**src/rtl/ptx_pkg.sv**
```systemverilog
package ptx_pkg;

   typedef enum logic [1:0] {
      ST_IDLE  = 2'd0,
      ST_ON    = 2'd1,
      ST_PAUSE = 2'd2,
      ST_END   = 2'd3
   } ptx_state_e;

   // convert microseconds into ticks for a rate of num/den ticks per us
   function automatic int us_to_ticks(input int us, input int num, input int den);
      return (us * num) / den;
   endfunction

endpackage

```
**src/rtl/ptx_tick_gen.sv**
```systemverilog
module ptx_tick_gen #(
   parameter int          TICK_DIV  = 32,
   parameter int          TS_W      = 32,
   parameter logic [31:0] TICK_INIT = 32'd0
) (
   input  logic            clk,
   input  logic            rst_n,
   output logic [TS_W-1:0] tick
);
   localparam int PRE_W = (TICK_DIV > 1) ? $clog2(TICK_DIV) : 1;

   logic [PRE_W-1:0] pre_q;

   always_ff @(posedge clk) begin
      if (!rst_n) begin
         pre_q <= '0;
         tick  <= TS_W'(TICK_INIT);
      end else if (pre_q == PRE_W'(TICK_DIV - 1)) begin
         pre_q <= '0;
         tick  <= tick + 1'b1;
      end else begin
         pre_q <= pre_q + 1'b1;
      end
   end

   p_tick_step_r11 : assert property (@(posedge clk) disable iff (!rst_n)
      !$stable(tick) |-> (tick == $past(tick) + 1'b1))
      else $error("tick moved by other than one");

endmodule

```
**src/rtl/ptx_deadline.sv**
```systemverilog
module ptx_deadline #(
   parameter int TS_W      = 32,
   parameter bit WRAP_SAFE = 1'b1
) (
   input  logic [TS_W-1:0] now,
   input  logic [TS_W-1:0] deadline,
   output logic            reached
);
   generate
      if (WRAP_SAFE) begin : g_wrap
         logic [TS_W-1:0] diff;
         assign diff    = now - deadline;
         assign reached = ~diff[TS_W-1];
      end else begin : g_plain
         assign reached = (now >= deadline);
      end
   endgenerate
endmodule

```
**src/rtl/ptx_shifter.sv**
```systemverilog
module ptx_shifter #(
   parameter int MAX_BITS = 32,
   parameter int LEN_W    = 6
) (
   input  logic                clk,
   input  logic                rst_n,
   input  logic                load,
   input  logic [MAX_BITS-1:0] word,
   input  logic [LEN_W-1:0]    len,
   input  logic                shift,
   output logic                cur_bit,
   output logic                empty
);
   logic [MAX_BITS-1:0] data_q;
   logic [LEN_W-1:0]    rem_q;
   logic [LEN_W-1:0]    len_clamped;

   assign len_clamped = (len > LEN_W'(MAX_BITS)) ? LEN_W'(MAX_BITS) : len;
   assign cur_bit     = data_q[0];
   assign empty       = (rem_q == '0);

   always_ff @(posedge clk) begin
      if (!rst_n) begin
         data_q <= '0;
         rem_q  <= '0;
      end else if (load) begin
         data_q <= word;
         rem_q  <= len_clamped;
      end else if (shift && !empty) begin
         data_q <= data_q >> 1;
         rem_q  <= rem_q - 1'b1;
      end
   end

   p_len_clamp_r5 : assert property (@(posedge clk) disable iff (!rst_n)
      rem_q <= LEN_W'(MAX_BITS))
      else $error("remaining bit count above limit");

endmodule

```
**src/rtl/ptx_pause_tx.sv**
```systemverilog
module ptx_pause_tx #(
   parameter int          MAX_BITS  = 32,
   parameter int          LEN_W     = $clog2(MAX_BITS) + 1,
   parameter int          TS_W      = 32,
   parameter int          TICK_DIV  = 32,
   parameter int          TICK_NUM  = 3,
   parameter int          TICK_DEN  = 2,
   parameter logic [31:0] TICK_INIT = 32'd0,
   parameter bit          WRAP_SAFE = 1'b1
) (
   input  logic                clk,
   input  logic                rst_n,
   input  logic                start,
   input  logic [MAX_BITS-1:0] frame_data,
   input  logic [LEN_W-1:0]    frame_len,
   input  logic [TS_W-1:0]     last_end,
   input  logic                ks_ready,
   input  logic                ks_bit,
   output logic                ks_adv,
   output logic                carrier_en,
   output logic                busy,
   output logic                done,
   output logic [TS_W-1:0]     frame_end,
   output logic [TS_W-1:0]     tick_now
);
   import ptx_pkg::*;

   localparam int T_PAUSE = us_to_ticks(20,  TICK_NUM, TICK_DEN);
   localparam int T_ONE   = us_to_ticks(100, TICK_NUM, TICK_DEN);
   localparam int T_ZERO  = us_to_ticks(60,  TICK_NUM, TICK_DEN);
   localparam int T_GAP   = us_to_ticks(220, TICK_NUM, TICK_DEN);

   initial begin : elab_checks
      assert (TICK_DIV >= 2) else $fatal(1, "TICK_DIV must be at least 2");
      assert (T_PAUSE > 0 && T_ZERO > T_PAUSE && T_ONE > T_ZERO)
         else $fatal(1, "tick rate gives unusable bit timing");
      assert (MAX_BITS <= (1 << LEN_W) - 1) else $fatal(1, "LEN_W too narrow");
      assert (TS_W <= 32) else $fatal(1, "TS_W above 32");
   end

   ptx_state_e      state_q;
   logic [TS_W-1:0] deadline_q;
   logic            air_q;
   logic            reached;
   logic            cur_bit;
   logic            empty;
   logic            load;
   logic            shift;
   logic            take;

   ptx_tick_gen #(.TICK_DIV(TICK_DIV), .TS_W(TS_W), .TICK_INIT(TICK_INIT)) u_tick (
      .clk(clk), .rst_n(rst_n), .tick(tick_now));

   ptx_deadline #(.TS_W(TS_W), .WRAP_SAFE(WRAP_SAFE)) u_cmp (
      .now(tick_now), .deadline(deadline_q), .reached(reached));

   ptx_shifter #(.MAX_BITS(MAX_BITS), .LEN_W(LEN_W)) u_shift (
      .clk(clk), .rst_n(rst_n), .load(load), .word(frame_data), .len(frame_len),
      .shift(shift), .cur_bit(cur_bit), .empty(empty));

   assign load       = (state_q == ST_IDLE) && start;
   assign shift      = (state_q == ST_PAUSE) && reached;
   assign take       = (state_q == ST_ON) && reached && !empty && ks_ready;
   assign busy       = (state_q != ST_IDLE);
   assign carrier_en = (state_q != ST_PAUSE) && (state_q != ST_END);

   always_ff @(posedge clk) begin
      if (!rst_n) begin
         state_q    <= ST_IDLE;
         deadline_q <= '0;
         air_q      <= 1'b0;
         ks_adv     <= 1'b0;
         done       <= 1'b0;
         frame_end  <= '0;
      end else begin
         ks_adv <= take;
         done   <= 1'b0;
         unique case (state_q)
            ST_IDLE: begin
               if (start) begin
                  deadline_q <= last_end + TS_W'(T_GAP);
                  state_q    <= ST_ON;
               end
            end
            ST_ON: begin
               if (reached && empty) begin
                  deadline_q <= deadline_q + TS_W'(T_PAUSE);
                  state_q    <= ST_END;
               end else if (take) begin
                  air_q      <= cur_bit ^ ks_bit;
                  deadline_q <= deadline_q + TS_W'(T_PAUSE);
                  state_q    <= ST_PAUSE;
               end
            end
            ST_PAUSE: begin
               if (reached) begin
                  deadline_q <= deadline_q + (air_q ? TS_W'(T_ONE - T_PAUSE)
                                                    : TS_W'(T_ZERO - T_PAUSE));
                  state_q    <= ST_ON;
               end
            end
            ST_END: begin
               if (reached) begin
                  frame_end <= deadline_q;
                  done      <= 1'b1;
                  state_q   <= ST_IDLE;
               end
            end
            default: state_q <= ST_IDLE;
         endcase
      end
   end

   p_adv_ready_r6 : assert property (@(posedge clk) disable iff (!rst_n)
      ks_adv |-> $past(ks_ready))
      else $error("keystream advanced without ready");

   p_adv_in_pause_r6 : assert property (@(posedge clk) disable iff (!rst_n)
      ks_adv |-> !carrier_en)
      else $error("keystream advance outside a pause start");

   p_done_single_r7 : assert property (@(posedge clk) disable iff (!rst_n)
      done |=> !done)
      else $error("done longer than one cycle");

   p_done_idle_r10 : assert property (@(posedge clk) disable iff (!rst_n)
      done |-> !busy)
      else $error("busy still high with done");

   p_off_only_busy_r3 : assert property (@(posedge clk) disable iff (!rst_n)
      !carrier_en |-> busy)
      else $error("carrier off while idle");

   p_start_ignored_r9 : assert property (@(posedge clk) disable iff (!rst_n)
      (busy && start) |=> (done || $stable(frame_end)))
      else $error("start during busy disturbed the frame");

endmodule

```
**config.mk**
```make
export PLATFORM = sky130hd
export DESIGN_NAME = ptx_pause_tx
export DESIGN_NICKNAME = d
export VERILOG_FILES = /design/src/rtl/ptx_pkg.sv /design/src/rtl/ptx_tick_gen.sv /design/src/rtl/ptx_deadline.sv /design/src/rtl/ptx_shifter.sv /design/src/rtl/ptx_pause_tx.sv
export SDC_FILE = /design/constraint.sdc
export NUM_CORES = 1
export LEC_CHECK = 0
export ABC_AREA = 1
export BUFFER_PORTS_ARGS = -buffer_cell sky130_fd_sc_hd__buf_2
export CELL_PAD_IN_SITES_DETAIL_PLACEMENT = 0
export CELL_PAD_IN_SITES_GLOBAL_PLACEMENT = 1
export CORE_MARGIN = 8
export CORE_UTILIZATION = 44
export CTS_CLUSTER_SIZE = 25
export DETAILED_ROUTE_END_ITERATION = 6
export HOLD_SLACK_MARGIN = 0.1
export PLACE_DENSITY = 0.95
export SETUP_SLACK_MARGIN = 0.05
export SYNTH_ARGS = -nofsm -noshare
export SYNTH_HDL_FRONTEND = slang
export SYNTH_SLANG_ARGS = --single-unit
```
**constraint.sdc**
```tcl
create_clock -name clk -period 3.8 [get_ports clk]
set_input_delay 0.19 -clock clk [delete_from_list [all_inputs] [get_ports clk]]
set_output_delay 0.19 -clock clk [all_outputs]
set_load 0.01 [all_outputs]
```
==> impl_metrics.py <==
metrics = {
    "status": {
        "outcome": "finished, final reports clean",
    },
    "detailed_routing": {
        "vias_per_cell": 5.46,
        "vias": 11300,
        "postRouteAntennaNets": 0,
        "routedWlPerCell_um": 16.6,
        "totalWireLength_mm": 34.4,
        "drc": 0,
        "dr.pass1.iters": 7,
        "drt_iter0_markers": 1009,
    },
    "pwr": {
        "pwr-share-clk": 0.208,
        "combinationalPowerShare": 0.518,
        "internal-power_mw": 4.17,
        "leakage_nw": 5.38,
        "power_switching_mw": 3.78,
        "p_seq_frac": 0.274,
        "powerDensity_nw_per_um2": 682,
        "switching_share": 0.476,
        "max-vdd-ir-drop_mv": 0.420,
    },
    "placement": {
        "place_inst": 2034,
        "routabilityCongestion": 0.955,
        "io_buffers": 142,
        "dpl.hpwl_mm": 25.7,
    },
    "die": {
        "fp.dieW_um": 167,
        "initial_core_util": 0.446,
        "rows": 55,
        "dieArea_um2": 27900,
        "io_pins": 143,
        "coreArea_um2": 22600,
        "die_h_um": 167,
    },
    "cts": {
        "clock_latency_ns": 0.43,
        "cts_buffer_depth": 2,
        "root_buffer": "clkbuf_16",
        "cts_sinks": 144,
        "cts_buffers": 17,
        "htree_levels": 4,
        "tritoncts": "done",
        "path_clk_slew_ns": 0.06,
    },
    "layout": {
        "area_growth_pct": 15.8,
        "drive_gt1_frac": 0.151,
        "antenna_cells": 0,
        "fin_cells": 2070,
        "nNetsFinal": 1894,
    },
    "yosys": {
        "ys_types": 46,
        "synth_top_flop_cell": "dfxtp_1",
        "synth_top_area_frac": 0.287,
        "synth_fp_nets": 1770,
        "synth_area_um2": 10100,
        "synth.most_common_cell": "nand2_1",
        "synth_area_per_cell_um2": 6.09,
        "seq_area_frac_synth": 0.287,
        "yosys-top-cells-count": "nand2_1 (366), nor2_1 (247), nand3_1 (170)",
        "synth_area_leaders": "dfxtp_1 (29%), nand2_1 (14%), nor2_1 (9.2%), nand3_1 (8.5%), inv_1 (5.9%)",
        "syn_inst": 1651,
        "synth_edf_count": 0,
        "ys_warn_count": 0,
        "synth-seq-cells": 144,
        "synth.largest_area_cell": "dfxtp_1",
        "synth_async_sr_flop_share": 0,
    },
    "hold_path": {
        "hold_start": "last_end[0]",
        "min_path_type": "in -> reg",
        "min_to": "deadline_q[0]",
        "worstHoldPathCells": 5,
    },
    "grt": {
        "globalRouteMet3Util": 0.0555,
        "grt_remaining_overflow": 0,
        "grt_use_met2": 0.405,
        "grt_start_max_net_pins": 73,
        "antenna_found_initial": 0,
        "grt_pass1_vias": 10700,
        "met1_usage": 0.294,
        "grt-busiest-layer": "met2",
        "grt_pass1_wl_mm": 55.2,
        "grt.total_usage": 0.240,
    },
    "flow_run": {
        "maxCapViolCount": 0,
    },
    "critical_path": {
        "required_ns": 4.07,
        "reg2reg_depth": 15,
        "cp-start-kind": "flop",
        "critPathMaxFanout": 34,
        "r2r_end": "frame_end[22]",
        "arrival_ns": 3.36,
        "r2r-start": "deadline_q[26]",
        "worst-r2r-setup-slack_ns": 0.71,
        "path_class": "reg -> reg",
        "end_kind": "flop",
    },
    "timing": {
        "slew_headroom": 0.319,
        "finalHoldViolCount": 0,
        "setup_viol": 0,
        "final.min_clock_period_ns": 3.09,
        "tightest_slew_ns": 1.02,
        "fin_crit_sh": 0.814,
        "finClkSkew_ns": 0.0149,
        "tns_ns": 0,
        "max_freq_mhz": 323,
        "rsz0062_at_grt": "false",
        "slew_violations": 0,
    },
}
-- power groups by stage --
stage / registers [mW] / logic [mW] / clock network (mW)
after floorplan: 2.10 / 3.03 / 0
after global placement: 2.18 / 4.00 / 0
after detailed placement: 2.19 / 4.05 / 0
after CTS: 2.17 / 4.08 / 1.67
after global routing: 2.21 / 4.65 / 1.73
final: 2.18 / 4.12 / 1.66
-- final cells by class --
type	instances	area, µm²
Tap cell	285	357
Multi-Input combinational cell	1253	6170
Sequential cell	144	2880
Fill cell	2313	10900
Timing Repair Buffer	172	978
Clock buffer	19	443
Inverter	187	703
Clock inverter	10	115
-- per-stage QoR --
| step | hold WS [ns] | power [mW] | instance area (µm²) | worst slack [ns] | utilization |
|---|---|---|---|---|---|
| floorplan | 0.347 | 5.13 | 10100 | 1.47 | - |
| global placement | 0.433 | 6.18 | 11000 | 0.858 | 0.488 |
| global route | 0.176 | 8.60 | 11600 | 0.466 | 0.516 |
| finish | 0.131 | 7.95 | 11600 | 0.707 | 0.516 |
| detailed placement | 0.445 | 6.25 | 11000 | 0.789 | 0.488 |
| CTS | 0.124 | 7.92 | 11600 | 0.768 | 0.516 |
-- timing repair --
action                                 CTS  global route
hold buffers                             7             0
resized for setup                        0             0
buffers inserted                         0             0
endpoints found under the hold margin    7             0
-- routing by layer --
metal  share of wire  up-vias
li1                -     5649
met1            0.42     5163
met4           0.029        0
met5               0        -
met2            0.47      437
met3           0.078       63
-- worst max-delay path: stages (launching register included) --
cell     delay, ns
dfxtp_1       0.48
inv_1         0.14
ha_1          0.31
nand2_1       0.08
nor2_1        0.05
and2_4        0.15
nand2_1       0.06
nand3_1       0.09
nor2_2        0.26
nand3_2       0.20
nand2_4       0.11
buf_4         0.32
nand2_1       0.21
buf_4         0.28
nand2_1       0.10
a21oi_1       0.06
-- cells in the final DEF (no fill, tap or decap), drive strengths merged, types with 3 or more instances in the layout --
cell,n
nand3,175
nor3b,5
inv,184
nor3,35
a31oi,3
o211ai,3
xnor2,10
nand4,45
o21ai,136
buf,165
nor2,257
nor4,4
a21oi,106
a22oi,3
nand2,389
clkbuf,19
dfxtp,144
ha,44
or2,6
clkinv,8
xor2,9
o21a,3
dlygate4sd3,7
clkinvlp,3
nand3b,7
-- kinds of logic after synthesis --
logic type / Yosys count / synth area share
adders and majority gates: 44 / 0.0547
and+or+nand+nor: 925 / 0.404
xor gates and xnor gates: 19 / 0.0165
DFF: 144 / 0.287
buffers and inverters: 254 / 0.100
AOI/OAI and AO/OA: 265 / 0.138
-- registers in the layout (all words and copies together) (netlist names), 2 cells and up --
register and cells:
u_shift.rem_q 6, u_shift.data_q 32, deadline_q 32, u_tick.tick 32
u_tick.pre_q 5, state_q 2, frame_end 32
-- worst max-delay path by stage --
stage / slack [ns] / from / cells past startpoint / end
floorplan: 1.47 / deadline_q[22] / 18 / u_shift.data_q[22]
global placement: 0.86 / deadline_q[26] / 15 / frame_end[30]
detailed placement: 0.79 / deadline_q[26] / 15 / frame_end[22]
CTS: 0.77 / deadline_q[26] / 15 / frame_end[22]
global route: 0.47 / deadline_q[5] / 16 / frame_end[22]
finish: 0.71 / deadline_q[26] / 15 / frame_end[22]
No activity file was read; power rests on OpenSTA's default activity.
